--- src/rtl/slot_tracker_pkg.sv ---
package slot_tracker_pkg;

   // index width for a count of items, never below one bit
   function automatic int idx_w(input int n);
      return (n <= 2) ? 1 : $clog2(n);
   endfunction

   // flag offsets above the result field inside a data word
   localparam int OVR_OFS = 0;
   localparam int VAL_OFS = 1;

endpackage

--- src/rtl/slot_pend.sv ---
module slot_pend #(
   parameter int NUM_SLOTS = 19
) (
   input  logic                 clk,
   input  logic                 rst_n,
   input  logic [NUM_SLOTS-1:0] trig,
   input  logic                 cancel_we,
   input  logic [NUM_SLOTS-1:0] cancel_mask,
   input  logic [NUM_SLOTS-1:0] done_hit,
   input  logic                 clr_we,
   input  logic [NUM_SLOTS-1:0] clr_mask,
   output logic [NUM_SLOTS-1:0] pend_q,
   output logic [NUM_SLOTS-1:0] tovf_q
);

   logic [NUM_SLOTS-1:0] cancel_v;
   logic [NUM_SLOTS-1:0] clr_v;

   assign cancel_v = cancel_we ? cancel_mask : '0;
   assign clr_v    = clr_we ? clr_mask : '0;

   always_ff @(posedge clk or negedge rst_n) begin
      if (!rst_n) begin
         pend_q <= '0;
         tovf_q <= '0;
      end else begin
         pend_q <= (pend_q & ~cancel_v & ~done_hit) | trig;
         tovf_q <= (tovf_q & ~clr_v) | (trig & pend_q);
      end
   end

   AST_TRIG_SETS_PEND: assert property (@(posedge clk) disable iff (!rst_n)
      (|trig) |=> ((pend_q & $past(trig)) == $past(trig)));

   AST_DONE_CLEARS_PEND: assert property (@(posedge clk) disable iff (!rst_n)
      (|(done_hit & ~trig)) |=> ((pend_q & $past(done_hit & ~trig)) == '0));

   AST_CANCEL_CLEARS_PEND: assert property (@(posedge clk) disable iff (!rst_n)
      (cancel_we && |(cancel_mask & ~trig)) |=> ((pend_q & $past(cancel_mask & ~trig)) == '0));

   AST_RETRIG_FLAGS_OVF: assert property (@(posedge clk) disable iff (!rst_n)
      (|(trig & pend_q)) |=> ((tovf_q & $past(trig & pend_q)) == $past(trig & pend_q)));

endmodule

--- src/rtl/slot_result.sv ---
module slot_result #(
   parameter int RES_W      = 16,
   parameter bit HAS_SECOND = 1'b0
) (
   input  logic             clk,
   input  logic             rst_n,
   input  logic             wr,
   input  logic [RES_W-1:0] wr_data,
   input  logic             ack,
   input  logic             dben,
   output logic [RES_W+1:0] word_o,
   output logic [RES_W:0]   sec_o
);
   import slot_tracker_pkg::*;

   logic             valid_q;
   logic             ovr_q;
   logic [RES_W-1:0] data_q;
   logic             v_live;
   logic             o_live;

   // acknowledge is applied before a same-cycle store
   assign v_live = valid_q & ~ack;
   assign o_live = ovr_q & ~ack;

   assign word_o[RES_W-1:0]       = data_q;
   assign word_o[RES_W + OVR_OFS] = ovr_q;
   assign word_o[RES_W + VAL_OFS] = valid_q;

   generate
      if (HAS_SECOND) begin : g_two_deep
         logic             sval_q;
         logic [RES_W-1:0] sdat_q;
         logic             s_live;
         logic             to_primary;

         assign s_live     = sval_q & ~ack;
         assign to_primary = !dben || !v_live;
         assign sec_o      = {sval_q, sdat_q};

         always_ff @(posedge clk or negedge rst_n) begin
            if (!rst_n) begin
               valid_q <= 1'b0;
               ovr_q   <= 1'b0;
               data_q  <= '0;
               sval_q  <= 1'b0;
               sdat_q  <= '0;
            end else begin
               valid_q <= v_live | wr;
               sval_q  <= s_live | (wr & !to_primary);
               ovr_q   <= o_live | (wr & v_live & (!dben || s_live));
               if (wr && to_primary) data_q <= wr_data;
               if (wr && !to_primary) sdat_q <= wr_data;
            end
         end

         AST_TWO_DEEP_FULL_BEFORE_OVR: assert property (@(posedge clk) disable iff (!rst_n)
            ($rose(ovr_q) && $past(dben)) |-> $past(sval_q));
      end else begin : g_one_deep
         logic unused_dben;
         assign unused_dben = dben;
         assign sec_o       = '0;

         always_ff @(posedge clk or negedge rst_n) begin
            if (!rst_n) begin
               valid_q <= 1'b0;
               ovr_q   <= 1'b0;
               data_q  <= '0;
            end else begin
               valid_q <= v_live | wr;
               ovr_q   <= o_live | (wr & v_live);
               if (wr) data_q <= wr_data;
            end
         end
      end
   endgenerate

   AST_NO_OVERFLOW: assert property (@(posedge clk) disable iff (!rst_n)
      $rose(ovr_q) |-> $past(valid_q));

   AST_ACK_DROPS_FLAGS: assert property (@(posedge clk) disable iff (!rst_n)
      (ack && !wr) |=> (!valid_q && !ovr_q));

endmodule

--- src/rtl/slot_tracker.sv ---
module slot_tracker #(
   parameter int NUM_SLOTS = 19,
   parameter int RES_W     = 16,
   parameter int NUM_DBUF  = 4,
   localparam int SLW      = slot_tracker_pkg::idx_w(NUM_SLOTS),
   localparam int WW       = RES_W + 2,
   localparam int SW2      = RES_W + 1
) (
   input  logic                      clk,
   input  logic                      rst_n,
   input  logic                      sw_trig_we,
   input  logic [NUM_SLOTS-1:0]      sw_trig_mask,
   input  logic [NUM_SLOTS-1:0]      hw_trig,
   input  logic                      cancel_we,
   input  logic [NUM_SLOTS-1:0]      cancel_mask,
   input  logic                      eoc_valid,
   input  logic [SLW-1:0]            eoc_slot,
   input  logic [RES_W-1:0]          eoc_data,
   input  logic                      ack_valid,
   input  logic [SLW-1:0]            ack_slot,
   input  logic [NUM_DBUF-1:0]       dbuf_en,
   input  logic                      tovf_clr_we,
   input  logic [NUM_SLOTS-1:0]      tovf_clr_mask,
   output logic [NUM_SLOTS-1:0]      pending,
   output logic [NUM_SLOTS-1:0]      trig_ovf,
   output logic [NUM_SLOTS*WW-1:0]   slot_word,
   output logic [NUM_DBUF*SW2-1:0]   dbuf_word,
   output logic                      busy,
   output logic                      any_valid,
   output logic                      any_dovr,
   output logic                      any_tovr
);
   import slot_tracker_pkg::*;

   generate
      if (NUM_DBUF < 1 || NUM_DBUF > NUM_SLOTS) begin : g_bad_dbuf
         $error("slot_tracker: NUM_DBUF must lie in 1..NUM_SLOTS");
      end
      if (RES_W < 1) begin : g_bad_width
         $error("slot_tracker: RES_W must be at least 1");
      end
   endgenerate

   logic [NUM_SLOTS-1:0] trig_all;
   logic [NUM_SLOTS-1:0] done_hit;
   logic [NUM_SLOTS-1:0] ack_hit;
   logic [NUM_SLOTS-1:0] dben_v;
   logic [NUM_SLOTS-1:0] valid_v;
   logic [NUM_SLOTS-1:0] ovr_v;

   assign trig_all = hw_trig | (sw_trig_we ? sw_trig_mask : '0);

   slot_pend #(.NUM_SLOTS(NUM_SLOTS)) u_pend (
      .clk        (clk),
      .rst_n      (rst_n),
      .trig       (trig_all),
      .cancel_we  (cancel_we),
      .cancel_mask(cancel_mask),
      .done_hit   (done_hit),
      .clr_we     (tovf_clr_we),
      .clr_mask   (tovf_clr_mask),
      .pend_q     (pending),
      .tovf_q     (trig_ovf)
   );

   generate
      for (genvar s = 0; s < NUM_SLOTS; s++) begin : g_slot
         logic [WW-1:0]  word_s;
         logic [SW2-1:0] sec_s;

         assign done_hit[s] = eoc_valid && (eoc_slot == SLW'(s));
         assign ack_hit[s]  = ack_valid && (ack_slot == SLW'(s));

         if (s < NUM_DBUF) begin : g_two
            assign dben_v[s] = dbuf_en[s];
            assign dbuf_word[s*SW2 +: SW2] = sec_s;
         end else begin : g_one
            logic [SW2-1:0] unused_sec;
            assign dben_v[s]  = 1'b0;
            assign unused_sec = sec_s;
         end

         slot_result #(.RES_W(RES_W), .HAS_SECOND(s < NUM_DBUF)) u_res (
            .clk    (clk),
            .rst_n  (rst_n),
            .wr     (done_hit[s]),
            .wr_data(eoc_data),
            .ack    (ack_hit[s]),
            .dben   (dben_v[s]),
            .word_o (word_s),
            .sec_o  (sec_s)
         );

         assign slot_word[s*WW +: WW] = word_s;
         assign valid_v[s] = word_s[RES_W + VAL_OFS];
         assign ovr_v[s]   = word_s[RES_W + OVR_OFS];
      end
   endgenerate

   assign busy      = |pending;
   assign any_valid = |valid_v;
   assign any_dovr  = |ovr_v;
   assign any_tovr  = |trig_ovf;

   AST_IDLE_WHEN_NOTHING_PENDING: assert property (@(posedge clk) disable iff (!rst_n)
      (!busy && !(|trig_all)) |=> (pending == '0 || $past(|trig_all)));

endmodule

--- config.mk ---
export PLATFORM = sky130hd
export DESIGN_NAME = slot_tracker
export DESIGN_NICKNAME = d
export VERILOG_FILES = /design/src/rtl/slot_tracker_pkg.sv /design/src/rtl/slot_pend.sv /design/src/rtl/slot_result.sv /design/src/rtl/slot_tracker.sv
export SDC_FILE = /design/constraint.sdc
export NUM_CORES = 1
export LEC_CHECK = 0
export BUFFER_PORTS_ARGS = -buffer_cell sky130_fd_sc_hd__buf_2
export CAP_MARGIN = 20
export CORE_AREA = 2 2 221 223
export DETAILED_ROUTE_END_ITERATION = 8
export DIE_AREA = 0 0 223 225
export PLACE_DENSITY = 0.74
export SYNTH_ARGS = -nofsm -noshare
export SYNTH_HDL_FRONTEND = slang
export SYNTH_SLANG_ARGS = --single-unit
--- constraint.sdc ---
create_clock -name clk -period 5.23 [get_ports clk]
set_clock_uncertainty 0.05 [all_clocks]
set_input_delay 1.3075 -clock clk [delete_from_list [all_inputs] [get_ports clk]]
set_output_delay 1.3075 -clock clk [all_outputs]
set_load 0.01 [all_outputs]
==> results of run 1 <==
-- cell type report --
cell class / instances / area (µm²) / area share
Tap cell: 615 / 769 / 0.0339
Antenna cell: 11 / 27.5 / 0.00121
Multi-Input combinational cell: 683 / 5970 / 0.263
Clock inverter: 16 / 244 / 0.0108
Timing Repair Buffer: 584 / 3050 / 0.134
Sequential cell: 448 / 11200 / 0.494
Clock buffer: 67 / 1340 / 0.0592
Inverter: 21 / 78.8 / 0.00347
-- power by group through the flow --
stage	registers, mW	logic [mW]	clock network, mW
floorplan	4.64	0.719	0
global placement	4.42	1.85	0
detailed placement	4.45	1.89	0
CTS	4.40	1.90	3.55
global route	4.47	2.01	3.68
finish	4.41	1.88	3.47
-- cells in the final DEF, fill, tap and decap left out, types with 16 or more instances in the layout --
| master | Yosys | routed |
|---|---|---|
| sky130_fd_sc_hd__a21oi_1 | 36 | 36 |
| sky130_fd_sc_hd__buf_2 | 7 | 564 |
| sky130_fd_sc_hd__clkbuf_16 | 0 | 49 |
| sky130_fd_sc_hd__dfrtp_1 | 448 | 448 |
| sky130_fd_sc_hd__inv_1 | 21 | 21 |
| sky130_fd_sc_hd__mux2_2 | 342 | 342 |
| sky130_fd_sc_hd__mux2_4 | 20 | 20 |
| sky130_fd_sc_hd__nand2_1 | 110 | 110 |
| sky130_fd_sc_hd__nor2_1 | 22 | 18 |
| sky130_fd_sc_hd__nor4_1 | 16 | 16 |
| sky130_fd_sc_hd__o21ai_0 | 44 | 44 |
-- how the worst max path moves through the flow --
stage,startpoint,end,slack [ns],cells after the start
6_report,g_slot[2].u_res.ovr_q,any_dovr,1.23,4
5_1_grt,g_slot[0].u_res.valid_q,any_valid,1.25,4
4_1_cts,g_slot[0].u_res.valid_q,any_valid,1.25,4
3_5_place_dp,eoc_slot[4],g_slot[3].u_res.g_two_deep.sdat_q[4],1.23,5
3_3_place_gp,eoc_slot[4],g_slot[3].u_res.g_two_deep.sdat_q[11],1.30,5
2_1_floorplan,eoc_slot[4],g_slot[1].u_res.g_two_deep.sdat_q[10],2.07,5
-- cell families after synthesis --
family / after synthesis
compound gates: 109
buf+inv: 136
simple gates: 206
mux: 368
flops: 448
-- metal layers --
layer	part of all wire	GRT usage	wire, µm
met1	0.40	0.311	26100
met2	0.48	0.415	31000
met5	0.00032	0	21
met3	0.077	0.0761	4990
met4	0.041	0.113	2650
-- worst max-delay path, cell delays in order, from the launching register on --
cell and delay [ns]:
sky130_fd_sc_hd__dfrtp_1 0.41, sky130_fd_sc_hd__nor4_1 0.59, sky130_fd_sc_hd__nand4_1 0.40, sky130_fd_sc_hd__or4_1 0.51, sky130_fd_sc_hd__buf_2 0.16
-- flip-flops by register name, indices dropped and copies added, names as in the netlist --
signal and count:
u_pend.tovf_q 19, g_slot.u_res.g_two_deep.sval_q 4, g_slot.u_res.data_q 304, u_pend.pend_q 19, g_slot.u_res.valid_q 19, g_slot.u_res.g_two_deep.sdat_q 64, g_slot.u_res.ovr_q 19
==> flow_metrics.tcl, run 1 <==
set metrics [dict create \
    run_status "finished clean" \
    main_combinational_cell_family_by_area_after_synthesis "multiplexers" \
    die_height_um 225 \
    required_ns 3.87 \
    numClockSinks 448 \
    post-layout-total-power_mw 9.76 \
    p_int_mw 6.97 \
    placedCellCount 2349 \
    synth_largest_type_area_fraction 0.627 \
    max-vdd-ir-drop_v 0.000295 \
    synth-adder-area-share 0 \
    timing.hold.worst_path_depth 1 \
    yosys.area_share.xor_xnor 0 \
    grt_pass1_vias 13300 \
    die-width_um 223 \
    global_route_wire_length_before_repair_um 92200 \
    synth_cell_types 46 \
    cts_made_buffers 47 \
    clock-root-buffer "sky130_fd_sc_hd__clkbuf_16" \
    netlist.top_cell.by_area "sky130_fd_sc_hd__dfrtp_1" \
    largest_net_degree_at_the_start_of_global_routing 110 \
    synthFlopType "sky130_fd_sc_hd__dfrtp_1" \
    nNetsFinal 1898 \
    num_rows 80 \
    power_switching_share 0.286 \
    timing.final.crit_share 0.764 \
    critPathMaxFanout 3 \
    total_switching_power_mw 2.80 \
    via_count 12800 \
    hold_violations 0 \
    remaining_drc_errors 0 \
    path_clk_slew_ns 0.06 \
    yosys-top-cells-count "sky130_fd_sc_hd__dfrtp_1 (448), sky130_fd_sc_hd__mux2_2 (342), sky130_fd_sc_hd__nand2_1 (110), sky130_fd_sc_hd__clkbuf_1 (55), sky130_fd_sc_hd__buf_4 (45)" \
    wirelength_um 64700 \
    synth.area.mux_share 0.236 \
    detailedPlacementHpwl_um 46700 \
    share_of_layout_cells_above_drive_strength_1 0.569 \
    power_density_mw_per_mm2 430 \
    fin_tns_setup_ns 0 \
    syn_area_mm2 0.0179 \
    timing.max_cap.violations 0 \
    port_buffers 564 \
    rsz0062_at_grt "false" \
    synth.area.top_cells "sky130_fd_sc_hd__dfrtp_1 (63%), sky130_fd_sc_hd__mux2_2 (22%), sky130_fd_sc_hd__nand2_1 (2.3%)" \
    post_drt_via_cell_ratio 5.23 \
    power.clock.fraction 0.356 \
    dieArea_mm2 0.0502 \
    worst_ep_arrival_time_ns 2.64 \
    final_cell_count_no_fill 2445 \
    dr_iter_0_viols 798 \
    synthesis.instances 1267 \
    critical_path.startpoint_type "register" \
    setup_fix_buffers_added_after_clock_tree_synthesis 0 \
    synthesis.nets 1380 \
    effective_utilization_at_floorplan 0.376 \
    drt_pre_antenna_iters 5 \
    ys.warnings.count 0 \
    rr_worst_depth 4 \
    min_period_ns 4.00 \
    detailedPlace.worstSlack_ns 1.23 \
    end_kind "output pin" \
    track_usage 0.254 \
    finish.utilization 0.477 \
    clock_tree_from_tritoncts "done" \
    timing.hold.worst_endpoint "g_slot[0].u_res.g_two_deep.sdat_q[8]" \
    clock_path_buffers 3 \
    seq_power_share 0.452 \
    area_delta_synth_final_pct 26.9 \
    number_of_enable_flip_flop_cells_after_synthesis 0 \
    synthSimpleGateAreaFrac 0.0577 \
    regToRegEndpoint "g_slot[3].u_res.g_two_deep.sdat_q[9]" \
    hold_class "register to register" \
    slew-limit-headroom 0.290 \
    holdCritStartpoint "g_slot[0].u_res.g_two_deep.sdat_q[8]" \
    report.final.slew_viol_count 0 \
    synth.avg_cell_area_um2 14.1 \
    ios 565 \
    synth_seq_cells 448 \
    overflow 0 \
    leak_nw 11.8 \
    whs_ns 0.442 \
    holdBufCountCts 0 \
    cts.htree.levels 2 \
    placeableCoreArea_mm2 0.0475 \
    max_freq_mhz 250 \
    final_antenna_net_count 0 \
    stdcell_area_mm2 0.0227 \
    instance_area_after_placement_mm2 0.0211 \
    worst_r2r_startpoint "g_slot[3].u_res.valid_q" \
    antenna_found_initial 12 \
    globalplace.congestion 0.920 \
    fraction_of_the_mapped_netlist_area_in_compound_gates 0.0385 \
    n_fill_cell 4186 \
    cts-resized-gates 0 \
    clock_latency_ns 0.57 \
    worstMarginPinSlew_ns 1.06 \
    synth_async_sr_flop_share 1.00 \
    post_drt_wl_per_cell_um 26.5 \
    sequential_element_share_of_the_synthesized_area 0.627 \
    setup_violations 0 \
    power.share.combinational 0.193 \
    path_class "register to output pin" \
    synthMostInstantiatedCell "sky130_fd_sc_hd__dfrtp_1" \
    setup_slack_ns 1.23 \
    worst-r2r-setup-slack_ns 3.05 \
]
Power figures use the tool's default switching activity.
==> inputs of run 2 (changes only) <==
- ABC_AREA: not set -> 1
- CORE_AREA: 2 2 221 223 -> 2 2 220 222
- DIE_AREA: 0 0 223 225 -> 0 0 222 224
- clock period: 5.23 -> 3.85 ns (I/O delays scaled with it)
==> run 2 against run 1 <==
Against the previous run:
- critical path depth increased by 1
- synthesized area is 1.4% lower
- setup slack got worse by 0.36 ns
- synthesized cell count increased by 46%
- critical endpoint is now busy
- count of clock-buffer cells in the layout is 4 lower
- largest power group unchanged
- cell area down 2.1%
==> flow_metrics.tcl, run 2 <==
set metrics [dict create \
    run_status "finished clean" \
    overflow 0 \
    synth_cell_types 30 \
    end_kind "output pin" \
    synthesis.instances 1852 \
    setup_violations 0 \
    reg_top3 "g_slot.u_res.data_q (304), g_slot.u_res.g_two_deep.sdat_q (64)" \
    grt_pass1_vias 15200 \
    num_rows 80 \
    critical_path.slowest_cell "sky130_fd_sc_hd__dfrtp_1" \
    synth_seq_cells 448 \
    layout_commonest_cell "sky130_fd_sc_hd__nand2_1" \
    drt_pre_antenna_iters 5 \
    via_count 15400 \
    wirelength_um 61000 \
    min_period_ns 2.97 \
    synthMostInstantiatedCell "sky130_fd_sc_hd__nand2_1" \
    netlist.top_cell.by_area "sky130_fd_sc_hd__dfrtp_1" \
    required_ns 2.84 \
    cts.htree.levels 2 \
    ys.warnings.count 0 \
    share_of_layout_cells_above_drive_strength_1 0.300 \
    worstMarginPinSlew_ns 0.990 \
    synthFlopType "sky130_fd_sc_hd__dfrtp_1" \
    clock_tree_from_tritoncts "done" \
    hold_class "primary input to asynchronous set/reset pin" \
    post_drt_via_cell_ratio 5.13 \
    yosys-top-cells-count "sky130_fd_sc_hd__nand2_1 (706), sky130_fd_sc_hd__dfrtp_1 (448), sky130_fd_sc_hd__o21ai_0 (287), sky130_fd_sc_hd__clkbuf_1 (63), sky130_fd_sc_hd__nand3_1 (61)" \
    hold_violations 0 \
    nNetsFinal 2454 \
    regArea_mm2 0.0112 \
    slew-limit-headroom 0.339 \
    port_buffers 564 \
    number_of_enable_flip_flop_cells_after_synthesis 0 \
    syn_area_mm2 0.0176 \
    die_height_um 224 \
    max_flop_register "g_slot.u_res.data_q" \
    max_freq_mhz 336 \
    timing.max_cap.violations 0 \
    setup_fix_buffers_added_after_clock_tree_synthesis 0 \
    path_clk_slew_ns 0.06 \
    numClockSinks 448 \
    post_drt_wl_per_cell_um 20.4 \
    area_of_the_multi_input_gates_mm2 0.00534 \
    synth.area.top_cells "sky130_fd_sc_hd__dfrtp_1 (64%), sky130_fd_sc_hd__nand2_1 (15%), sky130_fd_sc_hd__o21ai_0 (8.1%)" \
    power_density_mw_per_mm2 588 \
    fin_tns_setup_ns 0 \
    remaining_drc_errors 0 \
    clock-root-buffer "sky130_fd_sc_hd__clkbuf_16" \
    setup_slack_ns 0.877 \
    antenna_found_initial 1 \
    leak_nw 12.2 \
    path_class "register to output pin" \
    track_usage 0.242 \
    placeableCoreArea_mm2 0.0473 \
    max_stage_delay_ns 0.42 \
    cts-resized-gates 0 \
    n_fill_cell 4393 \
    holdBufCountCts 0 \
    cp_num_buf_inv 2 \
    cts_made_buffers 47 \
    area_delta_synth_final_pct 26.0 \
    worst_ep_arrival_time_ns 1.96 \
    die-width_um 222 \
    synth_async_sr_flop_share 1.00 \
    critPathMaxFanout 3 \
    effective_utilization_at_floorplan 0.373 \
    detailedPlace.worstSlack_ns 1.13 \
    gate_family_responsible_for_the_most_delay_along_the_worst_path "simple AND/OR/NAND/NOR gates" \
    flip_flop_count_of_the_largest_register_all_copies_and_words_added 304 \
    critical_path.cell_chain "inv_1 -> nand4_1 -> nor3_1 -> nand3_1 -> buf_2" \
    most-common-layout-cells "sky130_fd_sc_hd__nand2_1 (706), sky130_fd_sc_hd__buf_2 (563), sky130_fd_sc_hd__dfrtp_1 (448), sky130_fd_sc_hd__o21ai_0 (287)" \
    largest_net_degree_at_the_start_of_global_routing 76 \
    report.final.slew_viol_count 0 \
    synth.avg_cell_area_um2 9.52 \
    critical_path.startpoint_type "register" \
    max-vdd-ir-drop_v 0.000398 \
    clock_latency_ns 0.57 \
    clock_path_buffers 3 \
    rsz0062_at_grt "false" \
    dieArea_mm2 0.0497 \
    synthesis.nets 1965 \
    ios 565 \
    dr_iter_0_viols 1207 \
    detailedPlacementHpwl_um 43500 \
    globalplace.congestion 0.903 \
    synth_largest_type_area_fraction 0.636 \
    sequential_element_share_of_the_synthesized_area 0.636 \
    timing.final.crit_share 0.772 \
    final_antenna_net_count 0 \
    global_route_wire_length_before_repair_um 92000 \
]
run 2: cell types whose count changed in the layout (fill, tap and decap cells not counted), sizes merged, moves of 6 or more:
cell,delta
a31oi,-15
clkinv,+7
diode,-8
inv,+46
mux2,-368
nand2,+606
nand2b,-9
nand3,+56
nor2,+23
nor2b,-6
nor4,-11
o21ai,+257
run 2: area by class of cell:
class	instances	area share
diodes	3	0.000338
clock buffers	63	0.0588
clock inverters	25	0.0136
inverters	64	0.0109
multi-input cells	1192	0.240
flip-flops and latches	448	0.504
well taps	615	0.0346
repair buffers	588	0.137
run 2: layer usage:
metal	vias to the layer above	global-route usage	share of wire	wire length (µm)
met3	119	0.0651	0.098	5960
met2	772	0.389	0.46	28300
met5	-	0	0	0
met1	7620	0.315	0.41	24900
li1	6869	-	-	-
met4	0	0.0854	0.031	1880
run 2: worst paths after layout:
check / from / to / slack (ns) / cells after the start
worst max-delay path: u_pend.pend_q[3] / busy / 0.88 / 5
worst min-delay path: rst_n / g_slot[1].u_res.data_q[9] / 0.34 / 1
worst max register to register: g_slot[3].u_res.valid_q / g_slot[3].u_res.g_two_deep.sdat_q[13] / 2.20 / 4
worst min register to register: g_slot[2].u_res.data_q[2] / g_slot[2].u_res.data_q[2] / 0.41 / 2
max in group asynchronous: rst_n / g_slot[7].u_res.data_q[5] / 2.47 / 2
min in group clk: g_slot[2].u_res.data_q[2] / g_slot[2].u_res.data_q[2] / 0.41 / 2
run 2: report_power, final:
part,internal (mW),leakage (nW),switching (mW)
Clock,2.80,0.796,1.92
Sequential,5.46,5.73,0.505
Combinational,0.896,5.72,1.50
run 2: through the flow:
stage | cells | total power, mW | area, µm² | hold WS (ns) | utilization
6_report | 2998 | 13.1 | 22200 | 0.342 | 0.469
5_1_grt | 2995 | 13.7 | 22200 | 0.356 | 0.469
4_1_cts | 2995 | 13.2 | 22200 | 0.335 | 0.469
3_5_place_dp | 2907 | 8.40 | 20600 | 0.403 | 0.435
3_3_place_gp | 2907 | 8.32 | 20600 | 0.401 | 0.435
2_1_floorplan | 1852 | 7.15 | 17600 | 0.419 | -
run 2: logic make-up after synthesis:
logic type	share of synthesized area
compound gates	0.0963
buf+inv	0.0619
simple gates	0.206
flops	0.636
==> inputs of run 3 (changes only) <==
- clock period: 3.85 -> 2.8 ns (I/O delays scaled with it)
==> run 3 against run 2 <==
Against the previous run:
- setup slack worse by 0.78 ns
- utilization grew 0.20 points
- sequential power rose by 37%
- clock power up 29%
- cell count increased by 0.37%
- non-clock buffer count up 22
- critical path type unchanged
- critical endpoint is now any_dovr
- largest cell class unchanged
- largest power group unchanged
- highest routed layer unchanged
==> flow_metrics.tcl, run 3 (same netlist as run 2, synthesis figures left out) <==
set metrics [dict create \
    min_period_ns 2.70 \
    cts.htree.levels 2 \
    remaining_drc_errors 0 \
    most-common-layout-cells "sky130_fd_sc_hd__nand2_1 (706), sky130_fd_sc_hd__buf_2 (563), sky130_fd_sc_hd__dfrtp_1 (448), sky130_fd_sc_hd__o21ai_0 (287)" \
    rr_worst_depth 4 \
    drt_pre_antenna_iters 5 \
    grt_pass1_vias 15100 \
    num_rows 80 \
    max_freq_mhz 371 \
    effective_utilization_at_floorplan 0.373 \
    detailedPlace.worstSlack_ns 0.441 \
    worst-r2r-setup-slack_ns 1.15 \
    run_status "finished clean" \
    wirelength_um 60800 \
    ios 565 \
    stdcell_area_mm2 0.0223 \
    dieArea_mm2 0.0497 \
    nNetsFinal 2475 \
    n_fill_cell 4427 \
    power_density_mw_per_mm2 787 \
    clock_tree_from_tritoncts "done" \
    worst_r2r_startpoint "g_slot[3].u_res.valid_q" \
    whs_ns 0.287 \
    reg_top3 "g_slot.u_res.data_q (304), g_slot.u_res.g_two_deep.sdat_q (64)" \
    path_clk_slew_ns 0.06 \
    clock_latency_ns 0.56 \
    post_drt_via_cell_ratio 5.13 \
    clock-root-buffer "sky130_fd_sc_hd__clkbuf_16" \
    end_kind "output pin" \
    overflow 0 \
    worst_ep_arrival_time_ns 1.95 \
    area_delta_synth_final_pct 26.6 \
    post-layout-total-power_mw 17.6 \
    layout_commonest_cell "sky130_fd_sc_hd__nand2_1" \
    dr_iter_0_viols 1309 \
    largest_net_degree_at_the_start_of_global_routing 70 \
    timing.max_cap.violations 0 \
    cts_made_buffers 46 \
    rsz0062_at_grt "false" \
    critical_path.startpoint_type "register" \
    die_height_um 224 \
    slew-limit-headroom 0.433 \
    setup_slack_ns 0.102 \
    report.final.slew_viol_count 0 \
    fin_tns_setup_ns 0 \
    holdCritStartpoint "hw_trig[8]" \
    share_of_layout_cells_above_drive_strength_1 0.302 \
    timing.hold.worst_path_depth 3 \
    max_flop_register "g_slot.u_res.data_q" \
    detailedPlacementHpwl_um 43800 \
    path_class "register to output pin" \
    hold_violations 0 \
    post_drt_wl_per_cell_um 20.2 \
    track_usage 0.241 \
    globalplace.congestion 0.943 \
    hold_class "primary input to register" \
    final_antenna_net_count 0 \
    global_route_wire_length_before_repair_um 91400 \
    cts-resized-gates 0 \
    numClockSinks 448 \
    timing.final.crit_share 0.964 \
    regToRegEndpoint "g_slot[3].u_res.g_two_deep.sdat_q[7]" \
    die-width_um 222 \
    worstMarginPinSlew_ns 0.849 \
    antenna_found_initial 1 \
    flip_flop_count_of_the_largest_register_all_copies_and_words_added 304 \
    setup_violations 0 \
    max-vdd-ir-drop_v 0.000545 \
    port_buffers 564 \
    leak_nw 12.3 \
    required_ns 2.05 \
    timing.hold.worst_endpoint "u_pend.pend_q[8]" \
    setup.worst_path.start "g_slot[0].u_res.ovr_q" \
    clock_path_buffers 3 \
    critPathMaxFanout 3 \
    via_count 15400 \
    placeableCoreArea_mm2 0.0473 \
    instance_area_after_placement_mm2 0.0208 \
]
-- run 3: cell types whose count changed in the layout (fill, tap and decap cells not counted), sizes merged --
cell         before  now
bufinv            6    2
dlygate4sd3       0    1
clkbuf           63   66
buf             588  609
diode             3    2
clkinv           13    7
inv              68   65
-- run 3: layer usage --
metal,vias to the layer above,share of wire,GRT usage
met5,-,0,0
met4,0,0.037,0.0966
met3,125,0.10,0.0653
met2,842,0.46,0.385
met1,7563,0.40,0.312
li1,6903,-,-
-- run 3: repair_timing --
item | CTS | global route
hold buffers | 1 | 0
hold endpoints to repair | 21 | 0
buffers inserted | 0 | 0
-- run 3: power breakdown --
| part | switching, mW | internal (mW) | total, mW | leakage (nW) |
|---|---|---|---|---|
| sequential | 0.691 | 7.51 | 8.20 | 5.73 |
| clock | 2.54 | 3.53 | 6.07 | 0.721 |
| combinational | 2.06 | 1.26 | 3.31 | 5.84 |
| total | 5.29 | 12.3 | 17.6 | 12.3 |
-- run 3: worst max path at each step --
stage,to,slack [ns],cells after the start
after floorplan,g_slot[2].u_res.g_two_deep.sdat_q[10],1.07,9
final,any_dovr,0.10,3
after global placement,g_slot[0].u_res.g_two_deep.sdat_q[8],0.46,7
after detailed placement,g_slot[0].u_res.g_two_deep.sdat_q[10],0.44,7
after global routing,any_dovr,0.03,3
after CTS,any_dovr,0.12,3
-- run 3: cell type report --
cell class              count  area [µm²]  area share
flip-flops and latches    448       11200       0.502
repair buffers            610        3280       0.147
multi-input cells        1192        5340       0.239
clock buffers              66        1350      0.0605
well taps                 615         769      0.0345
diodes                      2        5.00    0.000224
inverters                  64         243      0.0109
clock inverters            12         126     0.00566
-- run 3: metrics by stage --
step | utilization | cells
final | 0.472 | 3009
after global routing | 0.471 | 3007
after CTS | 0.471 | 3007
after detailed placement | 0.440 | 2928
after global placement | 0.440 | 2928
after floorplan | - | 1852
-- run 3: worst max-delay path: stages, from the launching register on --
cell                      delay (ns)
sky130_fd_sc_hd__dfrtp_1        0.41
sky130_fd_sc_hd__nor4_1         0.64
sky130_fd_sc_hd__nand4_1        0.16
sky130_fd_sc_hd__buf_2          0.18
